[config.mk]
export PLATFORM = sky130hd
export DESIGN_NAME = xlate_cache
export DESIGN_NICKNAME = d
export VERILOG_FILES = /design/src/rtl/xlate_pkg.sv /design/src/rtl/xlate_store.sv /design/src/rtl/xlate_victim.sv /design/src/rtl/xlate_cache.sv
export SDC_FILE = /design/constraint.sdc
export NUM_CORES = 1
export LEC_CHECK = 0
export BUFFER_PORTS_ARGS = -buffer_cell sky130_fd_sc_hd__buf_2
export CAP_MARGIN = 15
export CORE_UTILIZATION = 56
export DETAILED_ROUTE_END_ITERATION = 16
export PLACE_DENSITY = 0.73
export REMOVE_ABC_BUFFERS = 1
export SYNTH_ARGS = -nofsm -noshare
export SYNTH_HDL_FRONTEND = slang
export SYNTH_HIERARCHICAL = 1
export SYNTH_SLANG_ARGS = --single-unit
export TNS_END_PERCENT = 10
[constraint.sdc]
create_clock -name clk -period 15.13 [get_ports clk]
set_input_delay 0.7565 -clock clk [delete_from_list [all_inputs] [get_ports clk]]
set_output_delay 0.7565 -clock clk [all_outputs]
set_load 0.01 [all_outputs]
[src/rtl/xlate_pkg.sv]
package xlate_pkg;
  typedef enum logic [1:0] {
    ACC_READ  = 2'd0,
    ACC_WRITE = 2'd1,
    ACC_EXEC  = 2'd2,
    ACC_RSVD  = 2'd3
  } acc_kind_e;

  typedef struct packed {
    logic v;
    logic r;
    logic w;
    logic x;
  } pte_flags_t;

  function automatic logic kind_allowed(pte_flags_t f, acc_kind_e k);
    case (k)
      ACC_READ:  return f.r;
      ACC_WRITE: return f.w;
      ACC_EXEC:  return f.x;
      default:   return 1'b0;
    endcase
  endfunction
endpackage

[src/rtl/xlate_store.sv]
module xlate_store
  import xlate_pkg::*;
#(
  parameter int ENTRIES = 16,
  parameter int VPN_W   = 21,
  parameter int PPN_W   = 13,
  localparam int IDX_W  = $clog2(ENTRIES)
) (
  input  logic               clk,
  input  logic               rst,
  input  logic               flush,
  input  logic               inv_en,
  input  logic [VPN_W-1:0]   inv_vpn,
  input  logic               wr_en,
  input  logic [IDX_W-1:0]   wr_idx,
  input  logic [VPN_W-1:0]   wr_vpn,
  input  logic [PPN_W-1:0]   wr_ppn,
  input  pte_flags_t         wr_flags,
  input  logic [VPN_W-1:0]   lk_vpn,
  output logic [ENTRIES-1:0] present_o,
  output logic [ENTRIES-1:0] lk_match,
  output logic [ENTRIES-1:0] fill_match,
  output logic [PPN_W-1:0]   lk_ppn,
  output pte_flags_t         lk_flags
);
  logic [PPN_W-1:0] ppn_m [ENTRIES];
  logic [3:0]       flg_m [ENTRIES];
  logic [ENTRIES-1:0] inv_hits;

  for (genvar g = 0; g < ENTRIES; g++) begin : g_slot
    logic             pres_q;
    logic [VPN_W-1:0] tag_q;
    logic [PPN_W-1:0] ppn_q;
    pte_flags_t       flg_q;
    logic             sel;

    assign sel           = wr_en && (wr_idx == IDX_W'(g));
    assign present_o[g]  = pres_q;
    assign lk_match[g]   = pres_q && (tag_q == lk_vpn);
    assign fill_match[g] = pres_q && (tag_q == wr_vpn);
    assign inv_hits[g]   = pres_q && (tag_q == inv_vpn);
    assign ppn_m[g]      = lk_match[g] ? ppn_q : '0;
    assign flg_m[g]      = lk_match[g] ? flg_q : '0;

    always_ff @(posedge clk) begin
      if (rst)                       pres_q <= 1'b0;
      else if (flush)                pres_q <= 1'b0;
      else if (inv_en && inv_hits[g]) pres_q <= 1'b0;
      else if (sel)                  pres_q <= 1'b1;
    end

    always_ff @(posedge clk) begin
      if (sel) begin
        tag_q <= wr_vpn;
        ppn_q <= wr_ppn;
        flg_q <= wr_flags;
      end
    end
  end

  always_comb begin
    logic [3:0] f;
    lk_ppn = '0;
    f      = '0;
    for (int i = 0; i < ENTRIES; i++) begin
      lk_ppn = lk_ppn | ppn_m[i];
      f      = f | flg_m[i];
    end
    lk_flags = pte_flags_t'(f);
  end

  // fills rewrite in place, so no page number is ever cached twice
  p_single_match_r6: assert property (@(posedge clk) disable iff (rst)
    $onehot0(lk_match));

  p_flush_empties_r10: assert property (@(posedge clk) disable iff (rst)
    flush |=> (present_o == '0));

  p_inv_removes_r9: assert property (@(posedge clk) disable iff (rst)
    (inv_en && !flush) |=> ((present_o & $past(inv_hits)) == '0));
endmodule

[src/rtl/xlate_victim.sv]
module xlate_victim #(
  parameter int ENTRIES = 16,
  localparam int IDX_W  = $clog2(ENTRIES)
) (
  input  logic               clk,
  input  logic               rst,
  input  logic               fill_go,
  input  logic [ENTRIES-1:0] present,
  input  logic [ENTRIES-1:0] fill_match,
  output logic [IDX_W-1:0]   slot
);
  localparam logic [IDX_W-1:0] LAST = IDX_W'(ENTRIES - 1);

  logic [IDX_W-1:0] ptr_q;
  logic [IDX_W-1:0] free_idx;
  logic [IDX_W-1:0] same_idx;
  logic             free_any;
  logic             same_any;
  logic             evict;

  always_comb begin
    free_any = 1'b0;
    free_idx = '0;
    for (int i = ENTRIES - 1; i >= 0; i--) begin
      if (!present[i]) begin
        free_any = 1'b1;
        free_idx = IDX_W'(i);
      end
    end
  end

  always_comb begin
    same_idx = '0;
    for (int i = 0; i < ENTRIES; i++) begin
      if (fill_match[i]) same_idx = same_idx | IDX_W'(i);
    end
  end

  assign same_any = |fill_match;
  assign evict    = fill_go && !same_any && !free_any;
  assign slot     = same_any ? same_idx : (free_any ? free_idx : ptr_q);

  always_ff @(posedge clk) begin
    if (rst)        ptr_q <= '0;
    else if (evict) ptr_q <= (ptr_q == LAST) ? '0 : ptr_q + 1'b1;
  end

  // the pointer only moves on a replacing fill
  p_ptr_hold_r8: assert property (@(posedge clk) disable iff (rst)
    !evict |=> $stable(ptr_q));

  p_ptr_moves_r8: assert property (@(posedge clk) disable iff (rst)
    evict |=> (ptr_q != $past(ptr_q)));

  // replacement happens only when no slot is empty
  p_evict_only_full_r7: assert property (@(posedge clk) disable iff (rst)
    evict |-> (&present));
endmodule

[src/rtl/xlate_cache.sv]
module xlate_cache
  import xlate_pkg::*;
#(
  parameter int VA_W    = 32,
  parameter int OFF_W   = 11,
  parameter int PPN_W   = 13,
  parameter int ENTRIES = 16
) (
  input  logic                   clk,
  input  logic                   rst,
  input  logic                   lk_valid,
  input  logic [VA_W-1:0]        lk_vaddr,
  input  logic [1:0]             lk_kind,
  input  logic                   fill_en,
  input  logic [VA_W-OFF_W-1:0]  fill_vpn,
  input  logic [PPN_W-1:0]       fill_ppn,
  input  logic [3:0]             fill_flags,
  input  logic                   inv_en,
  input  logic [VA_W-OFF_W-1:0]  inv_vpn,
  input  logic                   flush_all,
  output logic                   rsp_valid,
  output logic                   hit,
  output logic                   miss,
  output logic                   page_fault,
  output logic                   perm_fault,
  output logic [PPN_W+OFF_W-1:0] paddr
);
  localparam int VPN_W = VA_W - OFF_W;
  localparam int IDX_W = $clog2(ENTRIES);

  logic [ENTRIES-1:0] present;
  logic [ENTRIES-1:0] lk_match;
  logic [ENTRIES-1:0] fill_match;
  logic [PPN_W-1:0]   lk_ppn;
  pte_flags_t         lk_flags;
  logic [IDX_W-1:0]   slot;
  logic               fill_go;
  logic               found;
  logic               ok;

  // invalidate and flush win over a fill in the same cycle
  assign fill_go = fill_en && !inv_en && !flush_all;

  xlate_store #(.ENTRIES(ENTRIES), .VPN_W(VPN_W), .PPN_W(PPN_W)) u_store (
    .clk        (clk),
    .rst        (rst),
    .flush      (flush_all),
    .inv_en     (inv_en),
    .inv_vpn    (inv_vpn),
    .wr_en      (fill_go),
    .wr_idx     (slot),
    .wr_vpn     (fill_vpn),
    .wr_ppn     (fill_ppn),
    .wr_flags   (pte_flags_t'(fill_flags)),
    .lk_vpn     (lk_vaddr[VA_W-1:OFF_W]),
    .present_o  (present),
    .lk_match   (lk_match),
    .fill_match (fill_match),
    .lk_ppn     (lk_ppn),
    .lk_flags   (lk_flags)
  );

  xlate_victim #(.ENTRIES(ENTRIES)) u_victim (
    .clk        (clk),
    .rst        (rst),
    .fill_go    (fill_go),
    .present    (present),
    .fill_match (fill_match),
    .slot       (slot)
  );

  assign found = |lk_match;
  assign ok    = kind_allowed(lk_flags, acc_kind_e'(lk_kind));

  always_ff @(posedge clk) begin
    if (rst) begin
      rsp_valid  <= 1'b0;
      hit        <= 1'b0;
      miss       <= 1'b0;
      page_fault <= 1'b0;
      perm_fault <= 1'b0;
      paddr      <= '0;
    end else begin
      rsp_valid  <= lk_valid;
      hit        <= lk_valid && found && lk_flags.v && ok;
      miss       <= lk_valid && !found;
      page_fault <= lk_valid && found && !lk_flags.v;
      perm_fault <= lk_valid && found && lk_flags.v && !ok;
      paddr      <= (lk_valid && found && lk_flags.v && ok) ?
                    {lk_ppn, lk_vaddr[OFF_W-1:0]} : '0;
    end
  end

  p_one_outcome_r2: assert property (@(posedge clk) disable iff (rst)
    rsp_valid |-> ($countones({hit, miss, page_fault, perm_fault}) == 1));

  p_idle_quiet_r2: assert property (@(posedge clk) disable iff (rst)
    !rsp_valid |-> !(hit || miss || page_fault || perm_fault));

  p_answer_next_r2: assert property (@(posedge clk) disable iff (rst)
    lk_valid |=> rsp_valid);

  p_no_stray_answer_r2: assert property (@(posedge clk) disable iff (rst)
    !lk_valid |=> !rsp_valid);

  p_paddr_zero_r2: assert property (@(posedge clk) disable iff (rst)
    !hit |-> (paddr == '0));
endmodule

### Word level (Yosys, flattened, before mapping)

Index checks and enable logic that the tools add are counted.

* $add $sub $neg: 1
* equality and inequality tests: 66
* mux-type cells: 83
* bitwise operators: 31
* reductions and logical operators: 118

Operator list (count)
* 21-bit equality test: 48
* 13-bit 2-to-1 mux: 16
* 13-bit OR: 15
* 4-bit 2-to-1 mux: 43
* 1-bit logical AND: 90
* 4-bit OR: 15
* 3-bit OR reduction: 16
* 4-bit equality test, second input constant: 9
* 16-bit OR reduction: 2
* 1-bit 2-to-1 mux: 17
* 4-bit by 3-bit equality test with 1-bit output, second input constant: 4
* 3-bit 2-to-1 mux: 4
* 4-bit by 2-bit equality test with 1-bit output, second input constant: 2
* 1-bit zero test: 7
* 4-bit by 1-bit adder with 4-bit output, second input constant: 1
* 4-bit by 1-bit equality test with 1-bit output, second input constant: 1
* 4-bit zero test: 1
* 2-bit 2-to-1 mux: 2
* 1-bit case mux with 3 select lines: 1
* 2-bit by 1-bit equality test with 1-bit output, second input constant: 1
* 2-bit equality test, second input constant: 1
* 2-bit zero test: 1
* 2-bit OR reduction: 1
* 1-bit inverter: 1

* flip-flop bits (word level): 657
* input port bits: 99
* output and inout bits: 29
* word-level logic and storage cells: 418

### Logic depth before layout (Yosys ltp)

* depth in word-level cells: 22
* depth in mapped cells: 15
* mapped depth without buffers: 12

### By module

Netlist, hierarchy kept.

By module, submodules not included
* xlate_store: instances 1, cells each 2652, area each 33627.3 um^2, seq. area each 18577.8 um^2
* xlate_cache: instances 1, cells each 100, area each 1058.5 um^2, seq. area each 580.6 um^2
* xlate_victim: instances 1, cells each 66, area each 496.7 um^2, seq. area each 80.1 um^2

### Least setup slack after synthesis

OpenSTA, ideal clock, no wires.

* path kind: input -> register
* from: in fill_vpn[17]
* to: reg u_store.g_slot[8].pres_q
* library setup time: 80 ps
* arrival: 6306 ps
* data required time: 15050 ps
* setup slack: 8744 ps
* cell stages on the path: 14
* buffers on the path: 2
* path through: clkbuf_1 -> buf_1 -> xor2_1 -> nor4_1 -> nand4_1 -> nor2_1 -> nor4_1 -> nand4_1 -> or4_1 -> nand3_1 -> nand3b_1 -> nor3_1 -> o21ai_0 -> a21oi_1

* elaborated cells between the ends (all ways): 51
* classes of those cells: eq/ne (17); mux (16); reduce/logical (18)

RTL lines
* from (decl): line xlate_cache.sv:15 `input logic [VA_W-OFF_W-1:0] fill_vpn,`
* 21-bit equality test: line xlate_store.sv:40 `assign fill_match[g] = pres_q && (tag_q == wr_vpn);`
* 1-bit logical AND: line xlate_store.sv:40
* via fill_match[1]: line xlate_cache.sv:33 `logic [ENTRIES-1:0] fill_match;`
* 16-bit OR reduction: line xlate_victim.sv:39 `assign same_any = |fill_match;`
* 4-bit 2-to-1 mux: line xlate_victim.sv:41 `assign slot = same_any ? same_idx : (free_any ? free_idx : ptr_q);`
* via slot[3]: line xlate_cache.sv:36 `logic [IDX_W-1:0] slot;`
* 4-bit equality test: line xlate_store.sv:37 `assign sel = wr_en && (wr_idx == IDX_W'(g));`
* 1-bit logical AND: line xlate_store.sv:37
* via u_store.g_slot[8].sel: line xlate_store.sv:35 `logic sel;`
* to (signal assigned): line xlate_store.sv:46 `if (rst) pres_q <= 1'b0;`
* to (signal assigned): line xlate_store.sv:47 `else if (flush) pres_q <= 1'b0;`
* to (signal assigned): line xlate_store.sv:48 `else if (inv_en && inv_hits[g]) pres_q <= 1'b0;`
* to (decl): line xlate_store.sv:31 `logic pres_q;`

The timed path passes the listed nets, and every way through them passes these cells.
A chain may end at the register's enable or synchronous reset.

### Worst setup path in the final report

* from: in fill_vpn[16]
* to: reg u_store/g_slot[7].flg_q[1] (netlist name) (enable)

* elaborated cells between the ends (all ways): 51
* classes of those cells: eq/ne (17); mux (16); reduce/logical (18)

RTL lines
* 21-bit equality test (*): line xlate_store.sv:40
* 1-bit logical AND (*): line xlate_store.sv:40
* via fill_match[5]: line xlate_cache.sv:33
* 3-bit 2-to-1 mux (3 in a row): line xlate_victim.sv:35 `if (fill_match[i]) same_idx = same_idx | IDX_W'(i);`
* 4-bit 2-to-1 mux (8 in a row): line xlate_victim.sv:35
* 4-bit 2-to-1 mux (*): line xlate_victim.sv:41
* via slot[0]: line xlate_cache.sv:36
* 4-bit by 3-bit equality test with 1-bit output (*): line xlate_store.sv:37
* 1-bit logical AND (*): line xlate_store.sv:37
* via u_store.g_slot[7].sel: line xlate_store.sv:35
* to (signal assigned): line xlate_store.sv:56 `flg_q <= wr_flags;`
* to (decl): line xlate_store.sv:34 `pte_flags_t flg_q;`

Mark *: on every way through the listed nets, which the timed path passes. The rest lies on a longest branch.

==> results.md <==
- Die area: 63800 sq um
- Synthesized area per cell: 12.5 sq um
- CTS clock-pin slew for the worst setup and hold paths: about 0.060 ns
- Final wirelength: ~130 mm
- I/O Pins: roughly 130
- Drt wl/cell: 33.5 um
- Commonest non-fill, non-tap cell in the layout: edfxtp_1
- RSZ-0062 raised after global routing: false
- CTS Hold Bufs: 0
- Post-synthesis cell count: between 2000 and 3000
- Sequential share of the synthesized area: 0.547
- EDFF count, synth: approximately 600
- Root Buffer: clkbuf_16
- Cell Int Power: around 3.1 mW
- Area contributors post-synth: edfxtp_1 52%, xnor2_1 14%, xor2_1 11%, nand4_1 4.5%, nand3_1 3.4%
- H-tree depth: 3
- DIE WIDTH: ~250 um
- TritonCTS buffer count: 71
- Slew headroom: 0.213
- Setup violators final: 0
- Synth unique cells: between 50 and 60
- Share of the synthesized area in the top cell type: 0.519
- Area leader, netlist: edfxtp_1
- DR vias/cell: 6.79
- DRT iter0 DRCs: 4164
- Fill cells: slightly below 5000
- Post-synth ARST share: 0
- Final Skew: about 0.034 ns
- Largest family of logic cells by synthesized area: XOR/XNOR gates
- Most frequent cells in the layout: 608 x edfxtp_1, 570 x xnor2_1, 433 x xor2_1
- Critical-path cell list: buf_2 > xor2_1 > nor4_1 > nand4_1 > nor2_1 > nor4_1 > nand4_1 > a21oi_1 > a32oi_1 > nand2_1 > nor2_4 > buf_4
- Initial antenna violation count: 6
- Maximum VDD drop: ~90 uV
- Crit path DAT: roughly 5.4 ns
- Fin. max-slew vios: 0
- Chip height: 253 um
- CTS Buffer Depth: 3
- Place WS: roughly 9.5 ns
- Nets: 3000
- Starting density of the core: 0.568
- Xor/xnor share of the synthesized area: 0.250
- Worst Max-Slew Pin Slew: 1.18 ns
- Share of layout cells above drive strength 1: 0.125
- Crit Path Category: primary input to register
- CTS resizes: 0
- Via count: 25765
- DP HPWL: about 74 mm
- Post-layout min period: 5.12 ns
- #FFs+latches synth: between 600 and 700
- Final Cycle Share: 0.338
- Logic pwr share: 0.083
- Largest stage delay, worst path: roughly 0.85 ns
- Leakage: approximately 12 nW
- Maximum net fanout on the critical path: 32
- Largest net degree at the start of global routing: 40
- Mux cell area share after synthesis: 0.000569
- Synth Warn #: 6
- Buffers on Ports: between 100 and 150
- CTS tree: done
- Post-route setup slack: between 10 and 15 ns
- Area grow syn2layout: 10.2%
- Psw: 1.01 mW
- Sw frac: 0.247
- Nature of the critical path startpoint: primary input
- Complex-gate fraction of the synthesized area: 0.0195
- Remaining antenna violation count: 0
- Worst EP required: roughly 15 ns
- Netlist Area Pre-Place: 35200 sq um
- Crit. End Element: register
- Post-CTS setup buffer count: 0
- Slowest cell on crit path: buf_2
- Clock share of power: 0.429
- Commonest register cell after synthesis: edfxtp_1
- Clk sink count: 657
- Synth Area in Adders: 0.000356
- Row count: between 90 and 100
- Pwr dens: ~110 nW/um^2
- Post-route setup TNS: 0 ns
- Drt pass-1 iters: 8
- Final hold viol count: 0
- First-pass GRT wire length: 178 mm
- HP Class: primary input to register
- Max Cap Violations: 0
- Post-Synth Simple-Gate Area: 0.141
- Number of remaining DRC errors: 0
- Skew-Pair Late Insertion Delay: 0.65 ns
- GP Congestion: 0.971
- Fmax: 195 MHz
- Reg power frac: 0.488
- Core area: 61900 sq um
- Grt ovf: 0
- GRT Total Usage: 0.397
- Outcome: finished clean
- Vias in the first global route: 24846
[final timing paths]
check / start / to / slack (ns) / cells past startpoint
setup / recovery: fill_vpn[16] / u_store/g_slot[7].flg_q[1] / 10.01 / 12
setup reg to reg: u_store/g_slot[5].tag_q[20] / u_store/g_slot[7].flg_q[1] / 10.42 / 11
hold reg to reg: u_victim/ptr_q[0] / u_victim/ptr_q[0] / 0.51 / 2
hold / removal: lk_vaddr[6] / paddr[6] / 0.33 / 3
[metal layers]
layer  GRT usage  part of all wire  up-vias
li1            -                 -    10442
met2       0.567              0.42     2183
met1       0.547              0.38    12673
met3       0.120              0.15      465
met4       0.198             0.054        2
met5           0          0.000087        -
[kinds of logic (layout without fill, tap and decap cells)]
group | count (synthesis) | after routing
other | 0 | 1
AND/OR/NAND/NOR | 808 | 808
buffers and inverters | 255 | 391
AO/OA/AOI/OAI | 92 | 92
adder cells (fa/ha/maj) | 1 | 1
XOR/XNOR | 1003 | 1003
flip-flops | 657 | 657
multiplexers | 2 | 2
[cells in the mapped netlist (all sizes together), types with 3 or more instances]
cell type    n
edfxtp     608
nand4      256
and4         5
clkbuf      70
nand3b       3
dfxtp       49
o221ai      16
inv         49
nand3      239
buf        135
o32a        16
a21oi       21
xnor2      570
and2        11
xor2       433
nor4       171
or4         23
nand2       13
nor3         6
o21ai       20
and3        15
nand2b       3
nor2        57
[final cells by class]
class	instances	area (sq um)	area share
sequential	657	19200	0.496
multi-input combinational	1906	14600	0.377
clock buffer	94	1900	0.0491
timing repair buffer	214	1320	0.0341
tap	837	1050	0.0270
clock inverter	33	432	0.0111
inverter	50	188	0.00484
antenna	1	2.50	0.0000646
[per-stage QoR]
| step | utilization | cells | hold slack, ns | area (sq um) | total power [mW] |
|---|---|---|---|---|---|
| final | 0.626 | 3792 | 0.332 | 38800 | 4.08 |
| after global routing | 0.626 | 3791 | 0.338 | 38800 | 4.15 |
| after CTS | 0.625 | 3789 | 0.310 | 38700 | 4.07 |
| after detailed placement | 0.587 | 3662 | 0.505 | 36400 | 2.35 |
| after global placement | 0.587 | 3662 | 0.492 | 36400 | 2.34 |
| after floorplan | - | 2613 | 0.463 | 33900 | 2.15 |
[worst max-delay path, delay by kind of cell]
family          cells  cell delay (ns)
simple gates        7             2.54
buf+inv             2             1.26
xor+xnor            1             0.17
compound gates      2             0.64
[registers in the layout (all words and copies together) (netlist names)]
register               count
hit                        1
miss                       1
paddr                     24
page_fault                 1
perm_fault                 1
rsp_valid                  1
u_store/g_slot.flg_q      64
u_store/g_slot.ppn_q     208
u_store/g_slot.pres_q     16
u_store/g_slot.tag_q     336
u_victim/ptr_q             4
[power by group through the flow]
stage / sequential [mW] / clock, mW / combinational (mW)
finish: 1.99 / 1.75 / 0.338
global route: 1.99 / 1.82 / 0.340
CTS: 1.99 / 1.76 / 0.321
detailed placement: 2.03 / 0 / 0.320
floorplan: 2.03 / 0 / 0.125
global placement: 2.03 / 0 / 0.317
Power figures use the tool's default switching activity.
